## src/rtl/i2c_regseq_pkg.sv

```systemverilog
package i2c_regseq_pkg;

    // Command word bit encodings understood by the byte master
    localparam logic [7:0] CMD_START = 8'h80;
    localparam logic [7:0] CMD_STOP  = 8'h40;
    localparam logic [7:0] CMD_READ  = 8'h20;
    localparam logic [7:0] CMD_WRITE = 8'h10;
    localparam logic [7:0] CMD_NACK  = 8'h08;
    localparam logic [7:0] CMD_IACK  = 8'h01;

    // Status bit positions
    localparam int ST_NACK_BIT = 7;
    localparam int ST_TIP_BIT  = 1;

    localparam int STEP_W = 3;

    typedef enum logic [2:0] {
        S_IDLE,
        S_ISSUE,
        S_POLL,
        S_SAMPLE,
        S_GAP,
        S_ABORT
    } seq_state_e;

    typedef struct packed {
        logic [7:0] word;     // command word to issue
        logic [7:0] data;     // byte written with the command
        logic       data_en;  // byte is meaningful
        logic       chk_ack;  // NACK status fails this phase
        logic       capture;  // latch master data when ready
        logic       last;     // final phase of the transaction
    } step_t;

endpackage

```

## src/rtl/i2c_regseq_steps.sv

```systemverilog
module i2c_regseq_steps
    import i2c_regseq_pkg::*;
(
    input  logic              is_read,
    input  logic [STEP_W-1:0] step,
    input  logic [6:0]        dev,
    input  logic [7:0]        reg_a,
    input  logic [7:0]        wdata,
    output step_t             info
);

    always_comb begin
        info      = '0;
        info.word = CMD_IACK;
        case (step)
            3'd0: begin
                info.word    = CMD_START | CMD_WRITE | CMD_IACK;
                info.data    = {dev, 1'b0};
                info.data_en = 1'b1;
                info.chk_ack = 1'b1;
            end
            3'd1: begin
                info.word    = CMD_WRITE | CMD_IACK;
                info.data    = reg_a;
                info.data_en = 1'b1;
                info.chk_ack = 1'b1;
            end
            3'd2: begin
                if (is_read) begin
                    info.word = CMD_START | CMD_WRITE | CMD_IACK;
                    info.data = {dev, 1'b1};
                end else begin
                    info.word = CMD_WRITE | CMD_IACK;
                    info.data = wdata;
                end
                info.data_en = 1'b1;
                info.chk_ack = 1'b1;
            end
            3'd3: begin
                if (is_read) begin
                    info.word    = CMD_READ | CMD_NACK | CMD_IACK;
                    info.capture = 1'b1;
                end else begin
                    info.word    = CMD_STOP | CMD_IACK;
                    info.chk_ack = 1'b1;
                    info.last    = 1'b1;
                end
            end
            default: begin
                info.word = CMD_STOP | CMD_IACK;
                info.last = 1'b1;
            end
        endcase
    end

endmodule

```

## src/rtl/i2c_regseq_pacer.sv

```systemverilog
module i2c_regseq_pacer #(
    parameter int POLL_GAP  = 10000,
    parameter int MAX_POLLS = 50
) (
    input  logic clk,
    input  logic rst_n,
    input  logic clr,
    input  logic sample,
    output logic gap_end,
    output logic exhausted
);

    localparam int GW = $clog2(POLL_GAP + 1);
    localparam int PW = $clog2(MAX_POLLS + 1);

    typedef struct packed {
        logic [GW-1:0] gap;
        logic [PW-1:0] polls;
    } pace_t;

    pace_t pace_d, pace_q;

    always_comb begin
        pace_d = pace_q;
        if (clr) begin
            pace_d.polls = '0;
        end
        if (sample) begin
            pace_d.gap   = GW'(POLL_GAP);
            pace_d.polls = pace_q.polls + 1'b1;
        end else if (pace_q.gap != '0) begin
            pace_d.gap = pace_q.gap - 1'b1;
        end
    end

    always_ff @(posedge clk) begin
        if (!rst_n) begin
            pace_q <= '0;
        end else begin
            pace_q <= pace_d;
        end
    end

    assign gap_end   = (pace_q.gap == GW'(1));
    assign exhausted = (pace_q.polls >= PW'(MAX_POLLS));

endmodule

```

## src/rtl/i2c_regseq.sv

```systemverilog
module i2c_regseq
    import i2c_regseq_pkg::*;
#(
    parameter int CLK_HZ    = 100_000_000,
    parameter int POLL_GAP  = CLK_HZ / 10_000,
    parameter int MAX_POLLS = 50
) (
    input  logic       clk,
    input  logic       rst_n,
    input  logic       req_rd,
    input  logic       req_wr,
    input  logic [6:0] dev_addr,
    input  logic [7:0] reg_addr,
    input  logic [7:0] wr_data,
    output logic       busy,
    output logic       done,
    output logic       error,
    output logic [7:0] rd_data,
    output logic       cmd_valid,
    output logic [7:0] cmd_word,
    output logic       cmd_byte_en,
    output logic [7:0] cmd_byte,
    output logic       poll_req,
    input  logic [7:0] bm_status,
    input  logic [7:0] bm_rdata
);

    typedef struct packed {
        seq_state_e        state;
        logic [STEP_W-1:0] step;
        logic              is_read;
        logic [6:0]        dev;
        logic [7:0]        reg_a;
        logic [7:0]        wdata;
        logic [7:0]        rdata;
        logic              ready;
        logic              done;
        logic              error;
    } seq_t;

    seq_t  seq_d, seq_q;
    step_t cur;
    logic  pace_clr, pace_sample, gap_end, exhausted;
    logic  phase_ready;

    i2c_regseq_steps u_steps (
        .is_read (seq_q.is_read),
        .step    (seq_q.step),
        .dev     (seq_q.dev),
        .reg_a   (seq_q.reg_a),
        .wdata   (seq_q.wdata),
        .info    (cur)
    );

    i2c_regseq_pacer #(
        .POLL_GAP  (POLL_GAP),
        .MAX_POLLS (MAX_POLLS)
    ) u_pacer (
        .clk       (clk),
        .rst_n     (rst_n),
        .clr       (pace_clr),
        .sample    (pace_sample),
        .gap_end   (gap_end),
        .exhausted (exhausted)
    );

    assign phase_ready = !bm_status[ST_TIP_BIT]
                       && !(cur.chk_ack && bm_status[ST_NACK_BIT]);

    always_comb begin
        seq_d       = seq_q;
        seq_d.done  = 1'b0;
        seq_d.error = 1'b0;
        cmd_valid   = 1'b0;
        cmd_word    = '0;
        cmd_byte_en = 1'b0;
        cmd_byte    = '0;
        poll_req    = 1'b0;
        pace_clr    = 1'b0;
        pace_sample = 1'b0;

        case (seq_q.state)
            S_IDLE: begin
                if (req_rd || req_wr) begin
                    seq_d.is_read = req_rd;
                    seq_d.dev     = dev_addr;
                    seq_d.reg_a   = reg_addr;
                    seq_d.wdata   = wr_data;
                    seq_d.step    = '0;
                    seq_d.state   = S_ISSUE;
                end
            end
            S_ISSUE: begin
                cmd_valid   = 1'b1;
                cmd_word    = cur.word;
                cmd_byte_en = cur.data_en;
                cmd_byte    = cur.data_en ? cur.data : 8'h00;
                pace_clr    = 1'b1;
                seq_d.state = S_POLL;
            end
            S_POLL: begin
                poll_req    = 1'b1;
                seq_d.state = S_SAMPLE;
            end
            S_SAMPLE: begin
                pace_sample = 1'b1;
                seq_d.ready = phase_ready;
                if (phase_ready && cur.capture) begin
                    seq_d.rdata = bm_rdata;
                end
                seq_d.state = S_GAP;
            end
            S_GAP: begin
                if (gap_end) begin
                    if (seq_q.ready) begin
                        if (cur.last) begin
                            seq_d.done  = 1'b1;
                            seq_d.state = S_IDLE;
                        end else begin
                            seq_d.step  = seq_q.step + 1'b1;
                            seq_d.state = S_ISSUE;
                        end
                    end else if (exhausted) begin
                        seq_d.state = S_ABORT;
                    end else begin
                        seq_d.state = S_POLL;
                    end
                end
            end
            S_ABORT: begin
                cmd_valid   = 1'b1;
                cmd_word    = CMD_STOP | CMD_IACK;
                seq_d.error = 1'b1;
                seq_d.state = S_IDLE;
            end
            default: begin
                seq_d.state = S_IDLE;
            end
        endcase
    end

    always_ff @(posedge clk) begin
        if (!rst_n) begin
            seq_q       <= '0;
            seq_q.state <= S_IDLE;
        end else begin
            seq_q <= seq_d;
        end
    end

    assign busy    = (seq_q.state != S_IDLE);
    assign done    = seq_q.done;
    assign error   = seq_q.error;
    assign rd_data = seq_q.rdata;

endmodule

```

## config.mk

```make
export PLATFORM = sky130hd
export DESIGN_NAME = i2c_regseq
export DESIGN_NICKNAME = d
export VERILOG_FILES = /design/src/rtl/i2c_regseq_pkg.sv /design/src/rtl/i2c_regseq_steps.sv /design/src/rtl/i2c_regseq_pacer.sv /design/src/rtl/i2c_regseq.sv
export SDC_FILE = /design/constraint.sdc
export NUM_CORES = 1
export LEC_CHECK = 0
export ABC_CLOCK_PERIOD_IN_PS = 2700
export BUFFER_PORTS_ARGS = -buffer_cell sky130_fd_sc_hd__buf_2
export CAP_MARGIN = 20
export CORE_MARGIN = 5
export CORE_UTILIZATION = 35
export DETAILED_ROUTE_END_ITERATION = 8
export GPL_TIMING_DRIVEN = 0
export PLACE_DENSITY = 0.65
export SLEW_MARGIN = 20
export SYNTH_ARGS = -nofsm -noshare
export SYNTH_HDL_FRONTEND = slang
export SYNTH_SLANG_ARGS = --single-unit
```

## constraint.sdc

```tcl
create_clock -name clk -period 2.7 [get_ports clk]
set_input_delay 0.54 -clock clk [delete_from_list [all_inputs] [get_ports clk]]
set_output_delay 0.54 -clock clk [all_outputs]
set_load 0.005 [all_outputs]
```

==> After elaboration in Yosys (flattened, before gate mapping) <==
Index checks and enable logic that the tools add are counted.
{ "word_totals": {"regBits": 61, "wordCells": 84} }
{ "classes": {"add_sub_neg": 3, "order_cmp": 1, "n_eq_ne": 13, "n_mux": 32, "bitwise": 1, "reduce_logical": 21} }
{ "ops": {"columns": ["operator", "count"], "rows": [
  ["$pmux 8 s4", 1],
  ["$mux 30", 1],
  ["$mux 14", 2],
  ["$pmux 9 s3", 1],
  ["$mux 6", 3],
  ["$mux 16", 1],
  ["$mux 8", 2],
  ["$pmux 8 s2", 1],
  ["$pmux 3 s5", 1],
  ["$eq 14x1->1 const B", 1],
  ["$reduce_bool 14->1", 1],
  ["$sub 14x1->14 const B", 1],
  ["$eq 3x2->1 const B", 4],
  ["$mux 3", 4],
  ["$mux 1", 11],
  ["$ne 2x2->1 const B", 4],
  ["$mux 7", 1],
  ["$add 6x1->6 const B", 1],
  ["$eq 3x1->1 const B", 2],
  ["$eq 3x3->1 const B", 2],
  ["$ge 6x6->1 const B", 1],
  ["$logic_not 3->1", 2],
  ["$pmux 3 s2", 1],
  ["$reduce_and 2->1", 3],
  ["12 further kinds", 19]
]} }

==> Depth between registers and ports, before layout <==
{ "logic_depth": {"depth_word": 8, "depth_mapped": 8} }

==> Cells and area by module <==
Synthesis repeated with hierarchy kept, for this count alone.
{ "unflattened": {"hier_cells": 398, "area_unflattened_um2": 3428.3} }
{ "modules_own_cells": {"columns": ["mod", "instances", "cells_each", "area_each_um2", "seq_area_each_um2"], "rows": [
  ["i2c_regseq", 1, 235, 1998.2, 820.8],
  ["i2c_regseq_pacer", 1, 124, 1122.3, 400.4],
  ["i2c_regseq_steps", 1, 39, 307.8, 0.0]
]} }

==> Worst setup path before layout <==
No wires, ideal clock.
{ "synth_timing": {"path_type": "flip-flop to output port", "from": "reg seq_q[35] (netlist name)", "to": "out cmd_byte[0]", "arrival_time_ns": 1.668, "required_ns": 2.160, "path_slack_ns": 0.492, "path_stages_with_launch": 8, "path_cell_list": "dfxtp_1 -> inv_1 -> ha_1 -> clkbuf_1 -> nor3_1 -> or4_1 -> clkbuf_1 -> a21oi_1"} }
{ "synth_via": {"elab_chain_len": 4, "word_cells_on_any_way": 6, "cone_classes": "eq/ne (2); mux (3); reduce/logical (1)"} }
{ "synth_rtl": {"columns": ["item", "line_no", "source"], "rows": [
  ["start: declaration", "i2c_regseq.sv:41", "seq_t seq_d, seq_q;"],
  ["start signal: assignment", "i2c_regseq.sv:147", "seq_q <= seq_d;"],
  ["$eq 3x2->1, or another cell as far along", "i2c_regseq_steps.sv:15", "case (step)"],
  ["$pmux 9 s3 *", "i2c_regseq_steps.sv:15", null],
  ["$mux 8 *", "i2c_regseq.sv:97", "cmd_byte = cur.data_en ? cur.data : 8'h00;"],
  ["$mux 8 *", "i2c_regseq.sv:82", "case (seq_q.state)"],
  ["end: declaration", "i2c_regseq.sv:22", "output logic [7:0] cmd_byte,"]
]} }
Every way passes the cells marked *; elsewhere a longest branch is shown, timed or not.

==> Worst setup path after layout <==
{ "layout_timing": {"from": "reg seq_q[35] (netlist name)", "to": "out cmd_byte[6]"} }
The elaborated chain is that of the path after synthesis.

==> impl_results.md <==
* Peak supply drop at 0.351 mV
* Share of layout cells above drive strength 1 at 26.4%
* Worst path arrival time at 2.02 ns
* DRT antenna net count at 0
* Placed insts at 555
* Worst Path Required at 2.16 ns
* Initial DRC count at 153
* Most used DFF post-synth: dfxtp_1
* FF+latch count, synth at 61
* Synth Area in Compound Gates at 16.9%
* Diode count at 0
* Vias in the first global route at 2810
* # H-tree levels at 3
* Clock Skew at 0.0111 ns
* Clock root buffer: clkbuf_8
* Status: completed
* Hold Slack at 0.433 ns
* CTS Hold Bufs at 0
* Crit-path max cell delay at 0.51 ns
* Hold WC Path Type: input port to flip-flop
* Final design utilization at 43.9%
* Die W at 105 µm
* First-pass GRT wire length at 13400 µm
* DIE AREA at 11000 µm²
* RSZ-0062 raised after global routing: no
* Port Buffers at 64
* Yosys warnings at 0
* Clk buf depth at 2
* Crit. End Element: primary output
* Total number of vias at 2911
* Gr usage total at 14.8%
* Most area-consuming cells after synthesis: dfxtp_1 (39%), nand2_1 (8.2%), a21oi_1 (6.0%)
* CTS tree: done
* Leak Pwr at 1.64 nW
* DP HPWL at 5840 µm
* Slew margin rel. at 53.7%
* Most common cell in the netlist: nand2_1
* PwrDens at 891 nW/µm²
* Peak Freq at 0.390 GHz
* Netlist cell types at 56
* Final net count at 507
* # Post-CTS Setup Buffers at 0
* Mapped cell area at 3150 µm²
* IO Pins at 73
* Synth cell count leaders: nand2_1 (69), dfxtp_1 (61), a21oi_1 (38)
* Gpl congestion at 0.860
* Synthesized instance count at 382
* Antenna violations before repair at 0
* Adder-cell share of the synthesized area at 3.98%
* Final non-filler cell total at 567
* Die span in y at 105 µm
* Largest family of logic cells by synthesized area: simple AND/OR/NAND/NOR gates
* Yosys top cell by area: dfxtp_1
* Final wirelength at 8000 µm
* GRT Residual Overflow at 0
* Largest net degree at the start of global routing at 11
* Post-synthesis sequential area ratio at 38.8%
* # DRC at 0
* Crit path time final at 2.56 ns
* Final period util at 94.8%
* Number of enable flip-flop cells after synthesis at 0
* Final-report hold violation count at 0
* Ys async rst share at 0%
* Multiplexer share of the synthesized area at 6.72%
* Post-Synth Simple-Gate Area at 25.1%
* Clock Sinks at 61
* Syn Area/Cell at 8.24 µm²
* Via/cell ratio at 5.13
* Row count at 34
* Later-pin clock latency in the skew report at 0.34 ns
* Final Max Slew Viols at 0
* First-pass DRT Iterations at 6
* Max-cap check violation count at 0
* Tightest Pin Transition at 0.688 ns
* Setup violators final at 0
* Core Area at 8760 µm²
* Yosys top cell area share at 38.8%
* CP max stage cell: or4_4
* CTS clk-pin slew, worst paths at 0.07 ns
* WL/cell at 14.1 µm
* CP Cell Sequence: inv_1, ha_4, nor3_2, or4_4, nor2_1, buf_2
* Crit Path Category: flip-flop to primary output
* CTS buffer count at 9
* XOR/XNOR Fraction of Synth Area at 0.835%
* Crit path launch type: flip-flop
* Synth-to-Final Area Change at 22.3%
* Crit path max fanout at 10
* Initial Utilization at 35.9%
-- worst max-delay path, delay by kind of cell, from the launching register on --
family                   cells  cell delay (ns)
buffers and inverters        2             0.32
AND/OR/NAND/NOR              3             0.75
adder cells (fa/ha/maj)      1             0.25
flip-flops                   1             0.36
-- stage by stage --
step | TNS [ns] | power, mW | worst slack, ns | instance area [µm²]
4_1_cts | 0 | 3.45 | 0.0233 | 3820
6_report | 0 | 3.43 | 0.139 | 3850
2_1_floorplan | 0 | 2.26 | 0.492 | 3150
3_5_place_dp | -0.272 | 2.58 | -0.0577 | 3610
3_3_place_gp | 0 | 2.55 | 0.0100 | 3610
5_1_grt | 0 | 3.69 | 0.00905 | 3850
-- cell type report --
type                       count  area [µm²]
fill                         891        4910
multi-input combinational    273        1740
sequential                    61        1220
timing repair buffer          64         320
buffer                        31         171
clock buffer                  13         169
tap                          108         135
inverter                      14        52.6
clock inverter                 3        42.5
-- state kept, by name, summed over array words and instances, names as in the netlist --
signal          flops
error               1
rd_data             8
seq_q              31
u_pacer.pace_q     20
done                1
-- path summary, 6_finish.rpt --
kind | startpoint | cells past startpoint | slack (ns) | end
max | seq_q[35]$_SDFFE_PN0P_ | 6 | 0.14 | cmd_byte[6]
min | bm_rdata[2] | 3 | 0.43 | rd_data[2]$_SDFFE_PN0P_
max reg2reg | u_pacer.pace_q[8]$_SDFFE_PP0P_ | 5 | 0.45 | seq_q[35]$_SDFFE_PN0P_
min reg2reg | seq_q[13]$_SDFFE_PN0P_ | 2 | 0.45 | seq_q[13]$_SDFFE_PN0P_
-- placed cells by master (no fill, tap or decap), drive strengths merged, types with 6 or more instances in the layout --
cell	Yosys	layout
buf	16	78
nand2	69	69
dfxtp	61	61
a21oi	38	38
nor2	32	32
clkbuf	19	30
inv	14	14
mux2i	11	11
nor3	11	11
ha	10	10
mux2	9	9
o21ai	9	9
nor4	8	8
a222oi	7	7
or4	7	7
nand3	6	6
or3	6	6
-- report_power, final --
group / switching (mW) / total (mW) / leakage, nW / internal [mW]
clock: 0.356 / 0.857 / 0.106 / 0.501
sequential: 0.142 / 1.21 / 0.499 / 1.07
combinational: 0.811 / 1.37 / 1.04 / 0.556
-- layer usage --
metal,track usage [%],vias to the layer above,routed length [µm]
met3,4.25,15,453
li1,-,1483,-
met4,6.30,0,160
met1,18.1,1341,3610
met2,24.1,72,3780
met5,0,-,0
-- repair_timing --
item / in CTS / in global routing
setup endpoints to repair: 11 / 6
hold endpoints to repair: 0 / 0
gates resized for setup: 5 / 4
-- logic make-up (layout without fill, tap and decap cells) --
group,Yosys count,count (layout)
buf+inv,49,125
compound gates,79,79
flops,61,61
mux,20,20
xor+xnor,3,3
other cells,1,2
fa+ha+maj,10,10
simple gates,159,159
Power figures use the tool's default switching activity.
